## src/rtl/rsq_pkg.sv

```systemverilog
package rsq_pkg;

    localparam int unsigned DEF_THREADS = 2;
    localparam int unsigned DEF_ARCH    = 4;
    localparam int unsigned DEF_PHYS    = 15;
    localparam int unsigned DEF_HIST    = 4;
    localparam int unsigned DEF_DRAIN   = 2;
    localparam int unsigned DEF_SEQ_W   = 16;

    // Context phase of one hardware thread.
    typedef enum logic [1:0] {
        PH_IDLE   = 2'd0,  // free to rename
        PH_WALK   = 2'd1,  // rolling back history
        PH_PARKED = 2'd2   // holding released registers
    } ctx_phase_e;

    // Physical register a thread's architectural register maps to at reset.
    function automatic int unsigned home_preg(int unsigned tid, int unsigned arch,
                                              int unsigned n_arch);
        return tid * n_arch + arch;
    endfunction

    function automatic int unsigned safe_clog2(int unsigned n);
        return (n > 1) ? $clog2(n) : 1;
    endfunction

endpackage

```

## src/rtl/rsq_free_list.sv

```systemverilog
module rsq_free_list
    import rsq_pkg::*;
#(
    parameter int unsigned NUM_PHYS  = DEF_PHYS,
    parameter int unsigned HOME_REGS = DEF_THREADS * DEF_ARCH,
    parameter int unsigned N_REL     = DEF_THREADS * DEF_DRAIN,
    localparam int unsigned PREG_W   = safe_clog2(NUM_PHYS),
    localparam int unsigned CNT_W    = $clog2(NUM_PHYS + 1)
) (
    input  logic                         clk,
    input  logic                         rst,
    input  logic                         take,
    input  logic [N_REL-1:0]             rel_valid,
    input  logic [N_REL-1:0][PREG_W-1:0] rel_preg,
    output logic [PREG_W-1:0]            head_preg,
    output logic                         empty,
    output logic [CNT_W-1:0]             count
);

    logic [NUM_PHYS-1:0] free_q;
    logic [NUM_PHYS-1:0] take_mask;
    logic [NUM_PHYS-1:0] rel_mask;

    // Lowest-numbered free register wins.
    always_comb begin
        head_preg = '0;
        for (int i = NUM_PHYS - 1; i >= 0; i--) begin
            if (free_q[i]) head_preg = PREG_W'(i);
        end
    end

    assign empty = ~|free_q;

    always_comb begin
        count = '0;
        for (int i = 0; i < NUM_PHYS; i++) count = count + CNT_W'(free_q[i]);
    end

    always_comb begin
        take_mask = take ? (NUM_PHYS'(1) << head_preg) : '0;
        rel_mask  = '0;
        for (int k = 0; k < int'(N_REL); k++) begin
            if (rel_valid[k]) rel_mask = rel_mask | (NUM_PHYS'(1) << rel_preg[k]);
        end
    end

    always_ff @(posedge clk) begin
        if (rst) begin
            for (int i = 0; i < NUM_PHYS; i++) free_q[i] <= (i >= int'(HOME_REGS));
        end else begin
            free_q <= (free_q & ~take_mask) | rel_mask;
        end
    end

    // A released register must be one that is currently owned.
    assert_no_double_release_R6: assert property (@(posedge clk) disable iff (rst)
        (rel_mask & free_q) == '0);

    // Nothing is taken from an empty list.
    assert_take_needs_free_R3: assert property (@(posedge clk) disable iff (rst)
        take |-> !empty);

endmodule

```

## src/rtl/rsq_thread_ctx.sv

```systemverilog
module rsq_thread_ctx
    import rsq_pkg::*;
#(
    parameter int unsigned TID        = 0,
    parameter int unsigned NUM_ARCH   = DEF_ARCH,
    parameter int unsigned NUM_PHYS   = DEF_PHYS,
    parameter int unsigned HIST_DEPTH = DEF_HIST,
    parameter int unsigned DRAIN_W    = DEF_DRAIN,
    parameter int unsigned SEQ_W      = DEF_SEQ_W,
    localparam int unsigned PREG_W    = safe_clog2(NUM_PHYS),
    localparam int unsigned ARCH_W    = safe_clog2(NUM_ARCH),
    localparam int unsigned HIDX_W    = safe_clog2(HIST_DEPTH),
    localparam int unsigned HCNT_W    = $clog2(HIST_DEPTH + 1)
) (
    input  logic                           clk,
    input  logic                           rst,
    input  logic                           alloc_fire,
    input  logic [ARCH_W-1:0]              alloc_arch,
    input  logic [SEQ_W-1:0]               alloc_seq,
    input  logic [PREG_W-1:0]              alloc_preg,
    input  logic                           squash_hit,
    input  logic [SEQ_W-1:0]               squash_seq,
    input  logic                           commit_squashing,
    input  logic [ARCH_W-1:0]              lookup_arch,
    output logic [PREG_W-1:0]              lookup_preg,
    output logic                           stall,
    output logic                           hist_full,
    output logic [DRAIN_W-1:0]             rel_valid,
    output logic [DRAIN_W-1:0][PREG_W-1:0] rel_preg
);

    typedef struct packed {
        logic [SEQ_W-1:0]  seq;
        logic [ARCH_W-1:0] arch;
        logic [PREG_W-1:0] prev_preg;
        logic [PREG_W-1:0] new_preg;
    } hist_ent_t;

    ctx_phase_e                   phase_q, phase_d;
    logic [NUM_ARCH-1:0][PREG_W-1:0] map_q;
    hist_ent_t                    hist_q [HIST_DEPTH];
    logic [PREG_W-1:0]            pend_q [HIST_DEPTH];
    logic [HCNT_W-1:0]            hist_cnt_q;
    logic [HCNT_W-1:0]            pend_cnt_q;
    logic [SEQ_W-1:0]             point_q;

    hist_ent_t                    top_ent;
    logic                         pop_ok;
    logic                         drain_ok;
    logic [HCNT_W-1:0]            drain_n;

    always_comb begin
        top_ent = '0;
        for (int i = 0; i < HIST_DEPTH; i++) begin
            if (HCNT_W'(i + 1) == hist_cnt_q) top_ent = hist_q[i];
        end
    end

    assign pop_ok    = (phase_q == PH_WALK) && (hist_cnt_q != '0) && (top_ent.seq > point_q);
    assign drain_ok  = (phase_q == PH_PARKED) && !squash_hit && !commit_squashing;
    assign drain_n   = (pend_cnt_q > HCNT_W'(DRAIN_W)) ? HCNT_W'(DRAIN_W) : pend_cnt_q;
    assign stall     = squash_hit || (phase_q != PH_IDLE);
    assign hist_full = (hist_cnt_q == HCNT_W'(HIST_DEPTH));
    assign lookup_preg = map_q[lookup_arch];

    // Release ports read the holding stack from its top downward.
    always_comb begin
        for (int k = 0; k < int'(DRAIN_W); k++) begin
            rel_valid[k] = drain_ok && (k < int'(pend_cnt_q));
            rel_preg[k]  = '0;
            for (int i = 0; i < HIST_DEPTH; i++) begin
                if (i + 1 + k == int'(pend_cnt_q)) rel_preg[k] = pend_q[i];
            end
        end
    end

    always_comb begin
        phase_d = phase_q;
        if (squash_hit) begin
            phase_d = PH_WALK;
        end else begin
            case (phase_q)
                PH_WALK:   if (!pop_ok) phase_d = (pend_cnt_q != '0) ? PH_PARKED : PH_IDLE;
                PH_PARKED: if (drain_ok && (pend_cnt_q <= HCNT_W'(DRAIN_W))) phase_d = PH_IDLE;
                default:   phase_d = phase_q;
            endcase
        end
    end

    always_ff @(posedge clk) begin
        if (rst) begin
            phase_q    <= PH_IDLE;
            hist_cnt_q <= '0;
            pend_cnt_q <= '0;
            point_q    <= '0;
            for (int a = 0; a < NUM_ARCH; a++) begin
                map_q[a] <= PREG_W'(home_preg(TID, a, NUM_ARCH));
            end
        end else begin
            phase_q <= phase_d;
            if (squash_hit) point_q <= squash_seq;
            if (alloc_fire) begin
                map_q[alloc_arch] <= alloc_preg;
                hist_cnt_q        <= hist_cnt_q + 1'b1;
            end else if (pop_ok) begin
                map_q[top_ent.arch] <= top_ent.prev_preg;
                hist_cnt_q          <= hist_cnt_q - 1'b1;
            end
            if (pop_ok) begin
                pend_cnt_q <= pend_cnt_q + 1'b1;
            end else if (drain_ok) begin
                pend_cnt_q <= pend_cnt_q - drain_n;
            end
        end
    end

    // Storage arrays carry no reset; the counters qualify them.
    always_ff @(posedge clk) begin
        if (alloc_fire) begin
            hist_q[HIDX_W'(hist_cnt_q)] <= '{seq: alloc_seq, arch: alloc_arch,
                                             prev_preg: map_q[alloc_arch],
                                             new_preg: alloc_preg};
        end
        if (pop_ok) pend_q[HIDX_W'(pend_cnt_q)] <= top_ent.new_preg;
    end

    // The parent never fires a full history.
    assert_hist_no_overflow_R4: assert property (@(posedge clk) disable iff (rst)
        alloc_fire |-> !hist_full);

    // Renaming happens only in an idle context.
    assert_fire_only_idle_R8: assert property (@(posedge clk) disable iff (rst)
        alloc_fire |-> (phase_q == PH_IDLE));

    // History plus parked registers never exceed one history's worth.
    assert_pend_capacity_R6: assert property (@(posedge clk) disable iff (rst)
        (32'(hist_cnt_q) + 32'(pend_cnt_q)) <= HIST_DEPTH);

    // A drain step strictly shrinks the holding stack.
    assert_drain_shrinks_R7: assert property (@(posedge clk) disable iff (rst)
        (|rel_valid) |=> (pend_cnt_q < $past(pend_cnt_q)));

endmodule

```

## src/rtl/rsq_rename_recovery.sv

```systemverilog
module rsq_rename_recovery
    import rsq_pkg::*;
#(
    parameter int unsigned NUM_THREADS = DEF_THREADS,
    parameter int unsigned NUM_ARCH    = DEF_ARCH,
    parameter int unsigned NUM_PHYS    = DEF_PHYS,
    parameter int unsigned HIST_DEPTH  = DEF_HIST,
    parameter int unsigned DRAIN_W     = DEF_DRAIN,
    parameter int unsigned SEQ_W       = DEF_SEQ_W,
    localparam int unsigned TID_W      = safe_clog2(NUM_THREADS),
    localparam int unsigned ARCH_W     = safe_clog2(NUM_ARCH),
    localparam int unsigned PREG_W     = safe_clog2(NUM_PHYS),
    localparam int unsigned CNT_W      = $clog2(NUM_PHYS + 1),
    localparam int unsigned N_REL      = NUM_THREADS * DRAIN_W
) (
    input  logic                   clk,
    input  logic                   rst,
    input  logic                   alloc_valid,
    input  logic [TID_W-1:0]       alloc_tid,
    input  logic [ARCH_W-1:0]      alloc_arch,
    input  logic [SEQ_W-1:0]       alloc_seq,
    output logic                   alloc_grant,
    output logic [PREG_W-1:0]      alloc_preg,
    output logic                   free_empty,
    output logic [CNT_W-1:0]       free_count,
    input  logic                   squash_valid,
    input  logic [TID_W-1:0]       squash_tid,
    input  logic [SEQ_W-1:0]       squash_seq,
    input  logic [NUM_THREADS-1:0] commit_squashing,
    output logic [NUM_THREADS-1:0] thread_stall,
    input  logic [TID_W-1:0]       lookup_tid,
    input  logic [ARCH_W-1:0]      lookup_arch,
    output logic [PREG_W-1:0]      lookup_preg
);

    logic [NUM_THREADS-1:0]             full_vec;
    logic [NUM_THREADS-1:0]             fire_vec;
    logic [NUM_THREADS-1:0][PREG_W-1:0] look_vec;
    logic [N_REL-1:0]                   rel_valid_all;
    logic [N_REL-1:0][PREG_W-1:0]       rel_preg_all;
    logic                               tid_ok;

    assign tid_ok      = (32'(alloc_tid) < NUM_THREADS);
    assign alloc_grant = alloc_valid && tid_ok && !free_empty
                         && !thread_stall[alloc_tid] && !full_vec[alloc_tid];
    assign lookup_preg = look_vec[lookup_tid];

    rsq_free_list #(
        .NUM_PHYS  (NUM_PHYS),
        .HOME_REGS (NUM_THREADS * NUM_ARCH),
        .N_REL     (N_REL)
    ) u_free (
        .clk       (clk),
        .rst       (rst),
        .take      (alloc_grant),
        .rel_valid (rel_valid_all),
        .rel_preg  (rel_preg_all),
        .head_preg (alloc_preg),
        .empty     (free_empty),
        .count     (free_count)
    );

    for (genvar t = 0; t < NUM_THREADS; t++) begin : g_ctx
        assign fire_vec[t] = alloc_grant && (32'(alloc_tid) == t);

        rsq_thread_ctx #(
            .TID        (t),
            .NUM_ARCH   (NUM_ARCH),
            .NUM_PHYS   (NUM_PHYS),
            .HIST_DEPTH (HIST_DEPTH),
            .DRAIN_W    (DRAIN_W),
            .SEQ_W      (SEQ_W)
        ) u_ctx (
            .clk              (clk),
            .rst              (rst),
            .alloc_fire       (fire_vec[t]),
            .alloc_arch       (alloc_arch),
            .alloc_seq        (alloc_seq),
            .alloc_preg       (alloc_preg),
            .squash_hit       (squash_valid && (32'(squash_tid) == t)),
            .squash_seq       (squash_seq),
            .commit_squashing (commit_squashing[t]),
            .lookup_arch      (lookup_arch),
            .lookup_preg      (look_vec[t]),
            .stall            (thread_stall[t]),
            .hist_full        (full_vec[t]),
            .rel_valid        (rel_valid_all[t*DRAIN_W +: DRAIN_W]),
            .rel_preg         (rel_preg_all[t*DRAIN_W +: DRAIN_W])
        );
    end

    // No grant is issued while the free list reports empty.
    assert_no_grant_when_empty_R3: assert property (@(posedge clk) disable iff (rst)
        free_empty |-> !alloc_grant);

    // A grant removes exactly one register unless drains add some back.
    assert_grant_consumes_R2: assert property (@(posedge clk) disable iff (rst)
        (alloc_grant && !(|rel_valid_all)) |=> (free_count == $past(free_count) - 1'b1));

    // Registers parked by a rollback stay unavailable while commit squashes.
    assert_hold_while_squashing_R7: assert property (@(posedge clk) disable iff (rst)
        (!alloc_grant && (commit_squashing == '1)) |=> (free_count == $past(free_count)));

endmodule

```

## config.mk

```make
export PLATFORM = sky130hd
export DESIGN_NAME = rsq_rename_recovery
export DESIGN_NICKNAME = d
export VERILOG_FILES = /design/src/rtl/rsq_pkg.sv /design/src/rtl/rsq_free_list.sv /design/src/rtl/rsq_thread_ctx.sv /design/src/rtl/rsq_rename_recovery.sv
export SDC_FILE = /design/constraint.sdc
export NUM_CORES = 1
export LEC_CHECK = 0
export ABC_AREA = 1
export BUFFER_PORTS_ARGS = -buffer_cell sky130_fd_sc_hd__buf_2
export CORE_ASPECT_RATIO = 1.25
export CORE_MARGIN = 5
export CORE_UTILIZATION = 62
export DETAILED_ROUTE_END_ITERATION = 12
export HOLD_SLACK_MARGIN = 0.02
export PLACE_DENSITY = 0.86
export REMOVE_ABC_BUFFERS = 1
export SLEW_MARGIN = 15
export SYNTH_ARGS = -nofsm -noshare
export SYNTH_HDL_FRONTEND = slang
export SYNTH_HIERARCHICAL = 1
export SYNTH_SLANG_ARGS = --single-unit
```

## constraint.sdc

```tcl
create_clock -name clk -period 4.5 [get_ports clk]
set_input_delay 0.45 -clock clk [delete_from_list [all_inputs] [get_ports clk]]
set_output_delay 0.45 -clock clk [all_outputs]
set_load 0.02 [all_outputs]
```

==> run_results.csv <==
group,metric,value,unit
logic_synthesis,ys.flop_type,"edfxtp_1",
cts,cts_made_buffers,34,
logic_synthesis,synth_edf_count,240,
logic_synthesis,synth_compound_area_frac,0.137,
routing,topRoutingLayerUsed,"met5",
logic_synthesis,syn_inst,1751,
sta,finalCriticalPeriod,4.33,ns
sta,fin_tns_setup,0,ns
floorplan,die_x,156,um
global_route,track_usage,0.279,
setup_path,crit_type,"reg -> out",
finish,synthToLayoutAreaGrowth,11.5,%
place,post-dp-hpwl,28100,um
routing,dr_wl_met2,21300,um
logic_synthesis,synth_top_family_by_area,"simple AND/OR/NAND/NOR gates",
routing,wl_per_cell,19.3,um
global_route,grt_max_degree,47,
routing,met3_wirelength,3530,um
routing,vias_per_cell,6.06,
cts,clock_latency,0.52,ns
power_and_ir_drop,switchingPower,1970,uW
run_status,status,"finished clean",
setup_path,endpoint_kind,"primary output",
logic_synthesis,synthAdderAreaFrac,0.0620,
finish,nets,1938,
power_and_ir_drop,max-vdd-ir-drop,0.336,mV
setup_path,regToRegEndpoint,"g_ctx[0].u_ctx/pend_cnt_q[2]$_SDFFE_PP0P_",
cts,postCtsHoldBufs,0,
routing,drt_iter0_drc,1343,
logic_synthesis,yosys.area_share.simple,0.186,
job,cap_violations,0,
worst_hold_path,min_path_type,"in -> reg",
power_and_ir_drop,internal_power,5490,uW
floorplan,fp.dieArea,30000,um2
sta,tightest_slew,1.23,ns
setup_path,cp-endpoint,"free_count[2]",
sta,setup_viol,0,
setup_path,crit_required,4.05,ns
cts,cts_tree,"built",
sta,clock_skew,0.0146,ns
cts,clock_path_buffers,3,
logic_synthesis,synth.ff_latch_count,335,
global_route,antenna_found_initial,1,
power_and_ir_drop,p_sw_frac,0.264,
routing,drc,0,
finish,final_cell_mix,"nand2_1, edfxtp_1, inv_1",
power_and_ir_drop,comb_power_share,0.145,
logic_synthesis,synthMuxAreaShare,0.000608,
sta,rsz0062_at_grt,"false",
place,gp_congestion,0.930,
power_and_ir_drop,power_leakage,0.00742,uW
cts,h-tree-depth,2,
logic_synthesis,yosysUniqueCellTypes,52,
floorplan,coreArea,26100,um2
logic_synthesis,async_flop_share,0,
routing,dr.pass1.iters,6,
routing,m1WireLength,15600,um
cts,root_buffer,"clkbuf_16",
routing,vias,13228,
sta,hold_viol,0,
global_route,gr-total-overflow,0,
place,place_inst,2121,
setup_path,critPathMaxFanout,4,
routing,ant_nets,0,
sta,slew_viol_final,0,
finish,insertedDiodeCount,0,
logic_synthesis,synth_area_per_cell,9.41,um2
sta,clock.fmax,0.231,GHz
cts,clk_pin_slew,0.06,ns
sta,max-slew-margin-rel,0.181,
global_route,grt_pass1_wl,66600,um
setup_path,regToRegSetupSlack,0.30,ns
setup_path,arrival,3.88,ns
cts,cts_sinks,335,
setup_path,cp-startpoint,"u_free/free_q[2]$_SDFF_PP0_",
power_and_ir_drop,power_density,406,nW/um2
floorplan,ioPinCount,61,
power_and_ir_drop,p_clk_frac,0.392,
setup_path,r2r_start,"g_ctx[0].u_ctx/hist_cnt_q[0]$_SDFFE_PP0P_",
sta,fin_crit_sh,0.961,
floorplan,dieHeight,192,um
finish,layout-drive-gt1-share,0.109,
setup_path,ff2ff_path_depth,23,
finish,final_common_cell,"nand2_1",
place,port_buffers,60,
global_route,grt_pass1_vias,13038,
finish,final_cells,2183,
floorplan,start_util,0.631,
power_and_ir_drop,sequentialPowerShare,0.464,
logic_synthesis,yosys_warnings,6,
setup_path,start_kind,"register",
logic_synthesis,yosys.area_share.xor_xnor,0.00213,
routing,routed_wl,42100,um
logic_synthesis,syn_area,16500,um2
floorplan,row_count,66,
logic_synthesis,synth_seq_area_share,0.553,
state kept, by name, indices dropped and copies added, names as in the netlist:
| register | count |
|---|---|
| g_ctx.u_ctx/point_q | 32 |
| g_ctx.u_ctx/pend_q | 32 |
| g_ctx.u_ctx/map_q | 32 |
| g_ctx.u_ctx/pend_cnt_q | 6 |
| u_free/free_q | 15 |
| g_ctx.u_ctx/phase_q | 4 |
| g_ctx.u_ctx/hist_cnt_q | 6 |
| g_ctx.u_ctx/hist_q | 208 |
power groups by stage:
stage	Clock, uW	Sequential, uW	Combinational (uW)
after global placement	0	3520	990
after global routing	3080	3470	1200
after floorplan	0	3510	706
after CTS	2950	3460	1060
final	2920	3460	1080
after detailed placement	0	3520	1030
cells in the mapped netlist, types with 13 or more instances:
cell	n	share of area
o21ai_0	104	0.032
a22oi_1	46	0.021
inv_2	18	0.0041
o22ai_1	36	0.014
dfxtp_1	95	0.12
edfxtp_1	240	0.44
nand2_2	13	0.0049
a21oi_1	109	0.033
inv_1	182	0.041
nand4_1	20	0.0076
ha_1	64	0.049
nand2_1	358	0.082
nor2_1	175	0.040
clkbuf_1	38	0.0087
nor3_1	30	0.0091
nand3_1	80	0.024
cell families (layout without fill, tap and decap cells):
family / count (synthesis) / count (layout)
buf+inv: 257 / 348
mux: 1 / 1
flops: 335 / 335
compound gates: 373 / 373
simple gates: 706 / 707
xor+xnor: 4 / 4
fa+ha+maj: 75 / 75
metrics by stage:
| step | total power (uW) | utilization | instance area (um2) | hold WS, ns | setup slack, ns |
|---|---|---|---|---|---|
| 2_1_floorplan | 4210 | - | 16300 | 0.434 | 0.510 |
| 3_3_place_gp | 4510 | 0.659 | 17200 | 0.450 | 0.599 |
| 3_5_place_dp | 4560 | 0.659 | 17200 | 0.455 | 0.366 |
| 4_1_cts | 7470 | 0.703 | 18300 | 0.197 | 0.143 |
| 5_1_grt | 7740 | 0.704 | 18400 | 0.209 | 0.0109 |
| 6_report | 7460 | 0.704 | 18400 | 0.208 | 0.174 |
critical path, cell delays in order (launching register included):
cell and delay [ns]:
dfxtp_1 0.35, fa_1 0.55, inv_1 0.06, fa_1 0.49, fa_1 0.54, fa_1 0.42, inv_1 0.07, ha_1 0.16
inv_1 0.05, fa_1 0.37, xnor2_1 0.13, buf_2 0.18
routing by layer:
layer,track usage,vias to the layer above
met5,0,-
met4,0.116,2
met3,0.0379,146
met2,0.490,683
met1,0.347,6202
li1,-,6195
final cells by class:
cell class,instances,area [um2]
clock inverters,19,251
inverters,205,777
clock buffers,42,901
well taps,340,425
fillers,1844,7730
flip-flops and latches,335,9110
multi-input cells,1160,6400
repair buffers,82,503
worst min path at each step:
stage | from | depth (start not counted) | to | slack, ns
2_1_floorplan | u_free/free_q[6]$_SDFF_PP0_ | 2 | u_free/free_q[6]$_SDFF_PP0_ | 0.43
3_3_place_gp | g_ctx[0].u_ctx/point_q[1]$_SDFFE_PP0P_ | 2 | g_ctx[0].u_ctx/point_q[1]$_SDFFE_PP0P_ | 0.45
3_5_place_dp | g_ctx[0].u_ctx/point_q[7]$_SDFFE_PP0P_ | 2 | g_ctx[0].u_ctx/point_q[7]$_SDFFE_PP0P_ | 0.46
4_1_cts | alloc_seq[10] | 1 | g_ctx[0].u_ctx/hist_q[1][20]$_DFFE_PP_ | 0.20
5_1_grt | alloc_seq[9] | 1 | g_ctx[1].u_ctx/hist_q[1][19]$_DFFE_PP_ | 0.21
6_report | alloc_seq[9] | 1 | g_ctx[1].u_ctx/hist_q[1][19]$_DFFE_PP_ | 0.21
timing repair:
| action | in CTS | in global routing |
|---|---|---|
| buffers inserted | 0 | 0 |
| endpoints found under the setup margin | 0 | 22 |
| resized for setup | 0 | 5 |
Note: power is estimated with default switching activity, not from simulation.
